==> config.mk <==
export PLATFORM = sky130hd
export DESIGN_NAME = pwm4_top
export DESIGN_NICKNAME = d
export VERILOG_FILES = /design/src/rtl/pwm4_pkg.sv /design/src/rtl/pwm4_regs.sv /design/src/rtl/pwm4_prescale.sv /design/src/rtl/pwm4_channel.sv /design/src/rtl/pwm4_top.sv
export SDC_FILE = /design/constraint.sdc
export NUM_CORES = 1
export LEC_CHECK = 0
export CORE_MARGIN = 8
export CORE_UTILIZATION = 64
export CTS_BUF_LIST = sky130_fd_sc_hd__clkbuf_4 sky130_fd_sc_hd__clkbuf_8
export CTS_CLUSTER_DIAMETER = 200
export DETAILED_ROUTE_END_ITERATION = 8
export PLACE_DENSITY = 0.8
export SETUP_SLACK_MARGIN = 0.4
export SYNTH_ARGS = -nofsm -noshare
export SYNTH_HDL_FRONTEND = slang
export SYNTH_HIERARCHICAL = 1
export SYNTH_SLANG_ARGS = --single-unit
export TNS_END_PERCENT = 5
==> constraint.sdc <==
create_clock -name clk -period 3.9 [get_ports clk]
set_input_delay 0.78 -clock clk [delete_from_list [all_inputs] [get_ports clk]]
set_output_delay 0.78 -clock clk [all_outputs]
set_load 0.05 [all_outputs]
==> src/rtl/pwm4_pkg.sv <==
package pwm4_pkg;
  localparam int NCH    = 4;
  localparam int CNT_W  = 16;
  localparam int PRE_W  = 8;
  localparam int SEL_W  = 3;
  localparam int CTL_W  = 4;
  localparam int DIV_W  = 5;
  localparam int DATA_W = 32;
  localparam int ADDR_W = 4;
  localparam int NPAIR  = NCH / 2;

  localparam int A_PRE  = 0;
  localparam int A_SEL  = 1;
  localparam int A_CTL  = 2;
  localparam int A_PER  = 3;
  localparam int A_CMP  = A_PER + NCH;

  localparam int B_EN   = 0;
  localparam int B_INV  = 2;
  localparam int B_CONT = 3;

  // divider code -> number of prescaled ticks per count tick
  function automatic logic [DIV_W-1:0] sel_divisor(input logic [SEL_W-1:0] code);
    case (code)
      3'd0:    return DIV_W'(2);
      3'd1:    return DIV_W'(4);
      3'd2:    return DIV_W'(8);
      3'd3:    return DIV_W'(16);
      default: return DIV_W'(1);
    endcase
  endfunction

  // bit offset of a channel's control field in the control word
  function automatic int ctl_offset(input int ch);
    return (ch == 0) ? 0 : 4 + 4 * ch;
  endfunction

  function automatic int sel_offset(input int ch);
    return 4 * ch;
  endfunction
endpackage

==> src/rtl/pwm4_regs.sv <==
module pwm4_regs
  import pwm4_pkg::*;
(
  input  logic                          clk,
  input  logic                          rst_n,
  input  logic                          wr,
  input  logic [ADDR_W-1:0]             addr,
  input  logic [DATA_W-1:0]             wdata,
  output logic [DATA_W-1:0]             rdata,
  output logic [NPAIR-1:0][PRE_W-1:0]   pre,
  output logic [NCH-1:0][SEL_W-1:0]     sel,
  output logic [NCH-1:0][CTL_W-1:0]     ctl,
  output logic [NCH-1:0][CNT_W-1:0]     period,
  output logic [NCH-1:0][CNT_W-1:0]     compare
);
  always_ff @(posedge clk) begin
    if (!rst_n) begin
      pre <= '0; sel <= '0; ctl <= '0; period <= '0; compare <= '0;
    end else if (wr) begin
      if (addr == ADDR_W'(A_PRE))
        for (int p = 0; p < NPAIR; p++) pre[p] <= wdata[PRE_W*p +: PRE_W];
      if (addr == ADDR_W'(A_SEL))
        for (int c = 0; c < NCH; c++) sel[c] <= wdata[sel_offset(c) +: SEL_W];
      if (addr == ADDR_W'(A_CTL))
        for (int c = 0; c < NCH; c++) ctl[c] <= wdata[ctl_offset(c) +: CTL_W];
      for (int c = 0; c < NCH; c++) begin
        if (addr == ADDR_W'(A_PER + c)) period[c]  <= wdata[CNT_W-1:0];
        if (addr == ADDR_W'(A_CMP + c)) compare[c] <= wdata[CNT_W-1:0];
      end
    end
  end

  always_comb begin
    rdata = '0;
    if (addr == ADDR_W'(A_PRE))
      for (int p = 0; p < NPAIR; p++) rdata[PRE_W*p +: PRE_W] = pre[p];
    if (addr == ADDR_W'(A_SEL))
      for (int c = 0; c < NCH; c++) rdata[sel_offset(c) +: SEL_W] = sel[c];
    if (addr == ADDR_W'(A_CTL))
      for (int c = 0; c < NCH; c++) rdata[ctl_offset(c) +: CTL_W] = ctl[c];
    for (int c = 0; c < NCH; c++) begin
      if (addr == ADDR_W'(A_PER + c)) rdata[CNT_W-1:0] = period[c];
      if (addr == ADDR_W'(A_CMP + c)) rdata[CNT_W-1:0] = compare[c];
    end
  end
endmodule

==> src/rtl/pwm4_prescale.sv <==
module pwm4_prescale #(
  parameter int W = 8
) (
  input  logic         clk,
  input  logic         rst_n,
  input  logic [W-1:0] ratio,
  output logic         tick
);
  logic [W-1:0] cnt;

  assign tick = (cnt >= ratio);

  always_ff @(posedge clk) begin
    if (!rst_n)    cnt <= '0;
    else if (tick) cnt <= '0;
    else           cnt <= cnt + 1'b1;
  end

  AST_PRE_SPACING: assert property (@(posedge clk) disable iff (!rst_n)
    (tick && ratio != '0) |=> (!tick || ratio == '0));
endmodule

==> src/rtl/pwm4_channel.sv <==
module pwm4_channel
  import pwm4_pkg::*;
(
  input  logic             clk,
  input  logic             rst_n,
  input  logic             pre_tick,
  input  logic [SEL_W-1:0] sel,
  input  logic [CTL_W-1:0] ctl,
  input  logic [CNT_W-1:0] period,
  input  logic [CNT_W-1:0] compare,
  output logic             pwm_o
);
  logic             en, inv, cont, en_d, running;
  logic [DIV_W-1:0] div_cnt, div_lim;
  logic [CNT_W-1:0] cnt, per_l, cmp_l;
  logic             ch_tick, load_evt, wrap_evt, raw_hi;

  assign en       = ctl[B_EN];
  assign inv      = ctl[B_INV];
  assign cont     = ctl[B_CONT];
  assign div_lim  = sel_divisor(sel) - 1'b1;
  assign ch_tick  = pre_tick && (div_cnt >= div_lim);
  assign load_evt = en && !en_d;
  assign wrap_evt = running && ch_tick && (cnt == '0);
  assign raw_hi   = running && (cnt <= cmp_l);
  assign pwm_o    = running && (raw_hi ^ inv);

  always_ff @(posedge clk) begin
    if (!rst_n)        div_cnt <= '0;
    else if (!en)      div_cnt <= '0;
    else if (pre_tick) div_cnt <= ch_tick ? '0 : div_cnt + 1'b1;
  end

  always_ff @(posedge clk) begin
    if (!rst_n) begin
      en_d <= 1'b0; running <= 1'b0; cnt <= '0; per_l <= '0; cmp_l <= '0;
    end else begin
      en_d <= en;
      if (!en) begin
        running <= 1'b0;
        cnt     <= '0;
      end else if (load_evt || (wrap_evt && cont)) begin
        per_l   <= period;
        cmp_l   <= compare;
        cnt     <= period;
        running <= (period != '0);
      end else if (wrap_evt) begin
        running <= 1'b0;
      end else if (running && ch_tick) begin
        cnt <= cnt - 1'b1;
      end
    end
  end

  AST_CNT_BOUND: assert property (@(posedge clk) disable iff (!rst_n)
    running |-> (cnt <= per_l));
  AST_ONESHOT_END: assert property (@(posedge clk) disable iff (!rst_n)
    (wrap_evt && !cont && en) |=> !running);
  AST_LOAD_CAPTURE: assert property (@(posedge clk) disable iff (!rst_n)
    (load_evt && period != '0) |=> (running && cnt == per_l));
  AST_FULL_HIGH: assert property (@(posedge clk) disable iff (!rst_n)
    (running && cmp_l >= per_l && !inv) |-> pwm_o);
endmodule

==> src/rtl/pwm4_top.sv <==
module pwm4_top
  import pwm4_pkg::*;
(
  input  logic              clk,
  input  logic              rst_n,
  input  logic              bus_wr,
  input  logic [ADDR_W-1:0] bus_addr,
  input  logic [DATA_W-1:0] bus_wdata,
  output logic [DATA_W-1:0] bus_rdata,
  output logic [NCH-1:0]    pwm_out
);
  logic [NPAIR-1:0][PRE_W-1:0] pre;
  logic [NCH-1:0][SEL_W-1:0]   sel;
  logic [NCH-1:0][CTL_W-1:0]   ctl;
  logic [NCH-1:0][CNT_W-1:0]   period, compare;
  logic [NPAIR-1:0]            pre_tick;

  pwm4_regs u_regs (
    .clk(clk), .rst_n(rst_n), .wr(bus_wr), .addr(bus_addr), .wdata(bus_wdata),
    .rdata(bus_rdata), .pre(pre), .sel(sel), .ctl(ctl),
    .period(period), .compare(compare)
  );

  for (genvar p = 0; p < NPAIR; p++) begin : g_pair
    pwm4_prescale #(.W(PRE_W)) u_pre (
      .clk(clk), .rst_n(rst_n), .ratio(pre[p]), .tick(pre_tick[p])
    );
  end

  for (genvar c = 0; c < NCH; c++) begin : g_ch
    pwm4_channel u_ch (
      .clk(clk), .rst_n(rst_n), .pre_tick(pre_tick[c/2]), .sel(sel[c]),
      .ctl(ctl[c]), .period(period[c]), .compare(compare[c]), .pwm_o(pwm_out[c])
    );

    AST_OFF_LOW: assert property (@(posedge clk) disable iff (!rst_n)
      !ctl[c][B_EN] |=> !pwm_out[c]);
  end

  AST_RESET_IDLE: assert property (@(posedge clk)
    !rst_n |=> (pwm_out == '0));
endmodule

# == Word level (Yosys, flattened, before mapping) ==
# Index checks and enable logic that the tools add are counted.
# word_totals
ff_bits,344
inputBits,39
output_inout_bits,36
word_cells,220
# classes
n_addsub,14
n_lt_le_gt_ge,10
n_eq_ne,26
n_mux,43
bitwise,5
n_reduce_logical,82
# op_table
cell,count
2-to-1 mux 16 bit,21
case mux 5 bit (4 select lines),4
less-or-equal comparator 16 bit,4
logical NOT 16 bit,4
nonzero test 16 bit,4
subtractor 16 x 1 -> 16 bit (second input constant),4
AND reduction 2 bit,23
logical AND 1 bit,28
equality test 3 x 2 -> 1 bit (second input constant),8
adder 5 x 1 -> 5 bit (second input constant),4
>= comparator 5 bit,4
2-to-1 mux 5 bit,4
subtractor 5 x 1 -> 5 bit (second input constant),4
adder 8 x 1 -> 8 bit (second input constant),2
equality test 4 x 3 -> 1 bit (second input constant),4
>= comparator 8 bit,2
nonzero test 2 bit,8
equality test 3 x 1 -> 1 bit (second input constant),4
equality test 4 bit (second input constant),3
logical NOT 3 bit,4
2-to-1 mux 12 bit,1
2-to-1 mux 3 bit,4
equality test 4 x 2 -> 1 bit (second input constant),2
2-to-1 mux 1 bit,8
9 further kinds,22

# == Longest topological paths before layout ==
# depth
word_depth,12
depth_mapped,13
depth_no_buf,10

# == Modules after synthesis ==
# The synthesis kept the hierarchy.
# by_module_without_submodules
module,instances,cells_per_inst,area_each_um2,seq_area_each_um2
pwm4_regs,1,1083,8436.8,3443.3
pwm4_channel at g_ch[0].u_ch ...,3,306,2498.6,780.7
pwm4_channel at g_ch[1].u_ch,1,307,2499.9,780.7
pwm4_prescale at g_pair[1].u_pre,1,58,530.5,160.2
pwm4_prescale at g_pair[0].u_pre,1,58,525.5,160.2

# == Worst setup path after synthesis ==
# OpenSTA, ideal clock, no wires.
# synth_timing
path_kind,in2out
start,input port bus_addr[2]
end,output port bus_rdata[14]
arrival_time_ns,2.778
required_ns,3.120
slack_ns,0.342
stages,7
n_path_buf,2
cell_sequence,buf_4 nand2b_2 buf_2 o21ai_0 a21oi_1 a211oi_1 a211oi_1
# synth_via
elab_chain_len,12
word_cells_on_any_way,22
classes_between,eq/ne: 10; mux: 11; reduce/logical: 1
# synth_lines
item,line_no,rtl
start: declaration,pwm4_top.sv:7,"input logic [ADDR_W-1:0] bus_addr,"
logical NOT 4 bit,pwm4_regs.sv:35,if (addr == ADDR_W'(A_PRE))
2-to-1 mux 16 bit,pwm4_regs.sv:35,
2-to-1 mux 3 bit,pwm4_regs.sv:37,if (addr == ADDR_W'(A_SEL))
2-to-1 mux 12 bit,pwm4_regs.sv:39,if (addr == ADDR_W'(A_CTL))
2-to-1 mux 16 bit,pwm4_regs.sv:42,if (addr == ADDR_W'(A_PER + c)) rdata[CNT_W-1:0] = period[c];
2-to-1 mux 16 bit,pwm4_regs.sv:43,if (addr == ADDR_W'(A_CMP + c)) rdata[CNT_W-1:0] = compare[c];
2-to-1 mux 16 bit,pwm4_regs.sv:42,
2-to-1 mux 16 bit,pwm4_regs.sv:43,
2-to-1 mux 16 bit,pwm4_regs.sv:42,
2-to-1 mux 16 bit,pwm4_regs.sv:43,
2-to-1 mux 16 bit,pwm4_regs.sv:42,
2-to-1 mux 16 bit (*),pwm4_regs.sv:43,
end: declaration,pwm4_top.sv:9,"output logic [DATA_W-1:0] bus_rdata,"
# Mark *: on every way between the ends. The rest lies on a longest branch, timed or not.

# == Worst setup path in the final report ==
# layout_timing
start,register g_ch[2].u_ch.cnt[10]
end,output port pwm_out[2]
# layout_via
elab_chain_len,4
# layout_lines
item,line_no,rtl
start: declaration,pwm4_channel.sv:15,"logic [CNT_W-1:0] cnt, per_l, cmp_l;"
start signal: assignment,pwm4_channel.sv:45,cnt <= period;
start signal: assignment,pwm4_channel.sv:50,cnt <= cnt - 1'b1;
less-or-equal comparator 16 bit,pwm4_channel.sv:25,assign raw_hi = running && (cnt <= cmp_l);
logical AND 1 bit,pwm4_channel.sv:25,
bitwise XOR 1 bit,pwm4_channel.sv:26,assign pwm_o = running && (raw_hi ^ inv);
logical AND 1 bit,pwm4_channel.sv:26,
end: declaration,pwm4_top.sv:10,output logic [NCH-1:0] pwm_out
# No other way between the ends.

==> summary.md <==
| Metric | Value |
|---|---|
| Initial Utilization | `0.644` |
| Worst path arrival time | `2.92 ns` |
| Synthesis Warnings | `6` |
| Hold Path Class | `register to register` |
| Hold depth | `2` |
| Initial antenna violation count | `2` |
| Placer Congestion | `0.968` |
| Iter 0 DRT Violations | `1892` |
| Logic pwr share | `0.080` |
| Status | `completed` |
| Clock Sinks | `344` |
| Cell mode on critical path | `a221o_1` |
| Clk_lat worst skew | `0.61 ns` |
| First-pass GRT wire length | `92100 um` |
| Clk root buf | `clkbuf_8` |
| Slew @ Worst Pin | `0.982 ns` |
| H-tree depth | `2` |
| Sw frac | `0.251` |
| CP peak stage delay | `0.40 ns` |
| FF-to-FF path depth | `12` |
| Core outline area | `0.0303 sq mm` |
| Pint | `5.81 mW` |
| Die W | `191 um` |
| Fin worst setup slack | `0.196 ns` |
| Setup TNS | `0 ns` |
| Largest net degree at the start of global routing | `95` |
| Syn Std Cell Area | `0.0195 sq mm` |
| Critical Path RT | `3.12 ns` |
| Final hold viol count | `0` |
| Fmax | `0.270 GHz` |
| Buffer and inverter count on the worst path | `1` |
| Pre-CTS setup slack | `0.0552 ns` |
| Post-synth top cells | `nand2_1 (567), dfxtp_1 (344), a21boi_0 (136), a21oi_1 (133), inv_1 (111)` |
| DP Area | `0.0203 sq mm` |
| Non-filler cells, final | `2888` |
| Dpl cells | `2776` |
| Drc violations | `0` |
| Met3 Use GR | `0.0508` |
| Tmin final | `3.70 ns` |
| CP delay by family, top | `compound AO/OA/AOI/OAI gates` |
| Worst setup SP type | `register` |
| DR pass1 iterations | `5` |
| RSZ-0062 raised after global routing | `yes` |
| Die height | `191 um` |
| Max-cap violations | `0` |
| CP max stage cell | `dfxtp_2` |
| Fin. max-slew vios | `0` |
| Most used routing layer | `met2` |
| Worst relative slew slack | `0.343` |
| Flop pwr share | `0.460` |
| WHS | `0.454 ns` |
| Antenna Nets Post-Route | `0` |
| Cell Rows | `64` |
| Post-route cell area | `0.0219 sq mm` |
| FF+latch count, synth | `344` |
| Setup violators final | `0` |
| Max clock buf depth | `3` |
| Hpwl dp | `42100 um` |
| IO buf count | `50` |
| Most numerous cell in the Yosys netlist | `nand2_1` |
| Max IR drop VDD | `0.000385 V` |
| Yosys cell types | `78` |
| # IOs | `75` |
| Crit path max fanout | `4` |
| Routed via count | `18000` |
| CTS buffer count | `58` |
| Sequential area share after synthesis | `0.353` |
| CP Capture Type | `output port` |
| Clock network power share | `0.460` |
| Setup CP Type | `register to output port` |
| Worst-path cell chain | `ha_4 > and2_4 > a221o_1 > a221o_1 > o31ai_2 > o31a_1 > mux2i_1 > buf_4` |
| Die Area | `0.0363 sq mm` |
| Mapped Avg Cell Area | `8.04 sq um` |
| Layout Skew | `0.0165 ns` |
| TritonCTS clock tree | `done` |
| Clock transition at path regs | `0.06 ns` |
| Met1 Usage GRT | `0.421` |
| Met2 usage | `0.509` |
| Synth area leader | `dfxtp_1` |
| Antenna cell count | `0` |
| Pwr Density | `354 mW/mm^2` |
| Grt ovf | `0` |
| Fillers | `2328` |
| Fin util | `0.724` |
| CTS Hold Buffers Added | `0` |
| Routed WL per cell | `20.6 um` |
| Vias in the first global route | `16900` |
| Post-synth EDFFs | `0` |
| Post-synth top area share | `0.353` |
| Fraction of registers with async set/reset | `0` |
| Area growth syn-to-layout | `12.4%` |
| Crit. path cell count | `8` |
| Final Power | `7.76 mW` |
| Top FF cell, synth | `dfxtp_1` |
| All-layer global routing usage | `0.314` |
| Gate Count Post-Synth | `2424` |
| Routed Wire Length | `59500 um` |
| Fin crit share | `0.950` |
| Switching power | `1.95 mW` |
| Synth top area cells | `dfxtp_1 (35%), nand2_1 (11%), ha_1 (7.1%)` |
| Leak | `7.77 nW` |
| Mean number of vias per cell | `6.22` |
| Layout cells sized above 1 | `0.129` |
| Final net count | `2595` |
[final timing paths]
path / start / to / slack, ns
min: g_ch[1].u_ch/cmp_l[9] / g_ch[1].u_ch/cmp_l[9] / 0.45
max reg2reg: u_regs/pre[11] / g_ch[3].u_ch/cnt[15] / 0.58
min reg2reg: g_ch[1].u_ch/cmp_l[9] / g_ch[1].u_ch/cmp_l[9] / 0.45
max: g_ch[2].u_ch/cnt[10] / pwm_out[2] / 0.20
[layer usage]
layer,wire length (um),vias up
met5,27,-
met4,1760,4
li1,-,8440
met3,5140,126
met1,25300,8491
met2,27300,896
[power by group through the flow]
| stage | clock network (mW) | logic (mW) | registers [mW] |
|---|---|---|---|
| after floorplan | 0 | 0.395 | 3.63 |
| after global placement | 0 | 0.580 | 3.65 |
| after detailed placement | 0 | 0.588 | 3.65 |
| after CTS | 3.60 | 0.601 | 3.57 |
| after global routing | 3.77 | 0.645 | 3.57 |
| final | 3.57 | 0.617 | 3.57 |
[worst reg2reg max path: stages, from the launching register on]
cell and delay, ns:
dfxtp_1 0.43, inv_1 0.08, ha_1 0.28, o21a_1 0.12, a21oi_1 0.11, o31ai_2 0.65, buf_4 0.34, nand4_1 0.18
o22ai_2 0.24, buf_4 0.28, nand4_1 0.18, xor2_1 0.22, a21oi_1 0.09
[flip-flops by register name (all words and copies together), names as in the netlist]
register / cells
g_ch.u_ch/cmp_l: 64
g_ch.u_ch/cnt: 64
g_ch.u_ch/div_cnt: 20
g_ch.u_ch/en_d: 4
g_ch.u_ch/running: 4
g_pair.u_pre/cnt: 16
u_regs/compare: 64
u_regs/ctl: 16
u_regs/period: 64
u_regs/pre: 16
u_regs/sel: 12
[final cells by class]
| cell class | instances | area [sq um] | area share |
|---|---|---|---|
| clock buffer | 91 | 1150 | 0.0523 |
| clock inverter | 15 | 164 | 0.00748 |
| inverter | 111 | 417 | 0.0190 |
| multi-input combinational | 1821 | 11600 | 0.528 |
| sequential | 344 | 6930 | 0.317 |
| tap | 396 | 495 | 0.0226 |
| timing repair buffer | 110 | 1190 | 0.0543 |
[cells by family after synthesis]
kind of cell,share of synthesized area
flip-flops,0.353
AND/OR/NAND/NOR,0.227
adder cells (fa/ha/maj),0.0706
other,0.000963
buffers and inverters,0.0668
multiplexers,0.0474
AO/OA/AOI/OAI,0.205
XOR/XNOR,0.0288
[repair_timing]
action                     4_1_cts  5_1_grt
pin swaps                        7        5
setup endpoints to repair       24       20
cloned                           0        0
resized for setup               61       22
buffers inserted                 5        1
[cells in the final DEF, fill, tap and decap left out, types with 10 or more instances in the layout]
cell type / count
a211oi_1: 12
a21boi_0: 136
a21boi_1: 36
a21o_1: 10
a21oi_1: 130
a22o_1: 10
a22oi_1: 18
a31oi_1: 13
and3_1: 20
buf_12: 23
buf_4: 58
clkbuf_4: 17
clkbuf_8: 75
clkdlybuf4s50_1: 22
conb_1: 16
dfxtp_1: 320
dfxtp_2: 17
ha_1: 101
inv_1: 105
mux2i_1: 85
nand2_1: 567
nand2b_1: 24
nand3_1: 52
nand4_1: 39
nor2_1: 103
nor2_4: 10
nor2b_1: 14
nor3_1: 24
nor4_1: 23
o211ai_1: 12
o21ai_0: 90
o21ai_1: 11
o22ai_1: 26
xnor2_1: 21
xor2_1: 43
(Power assumes the default switching activity.)
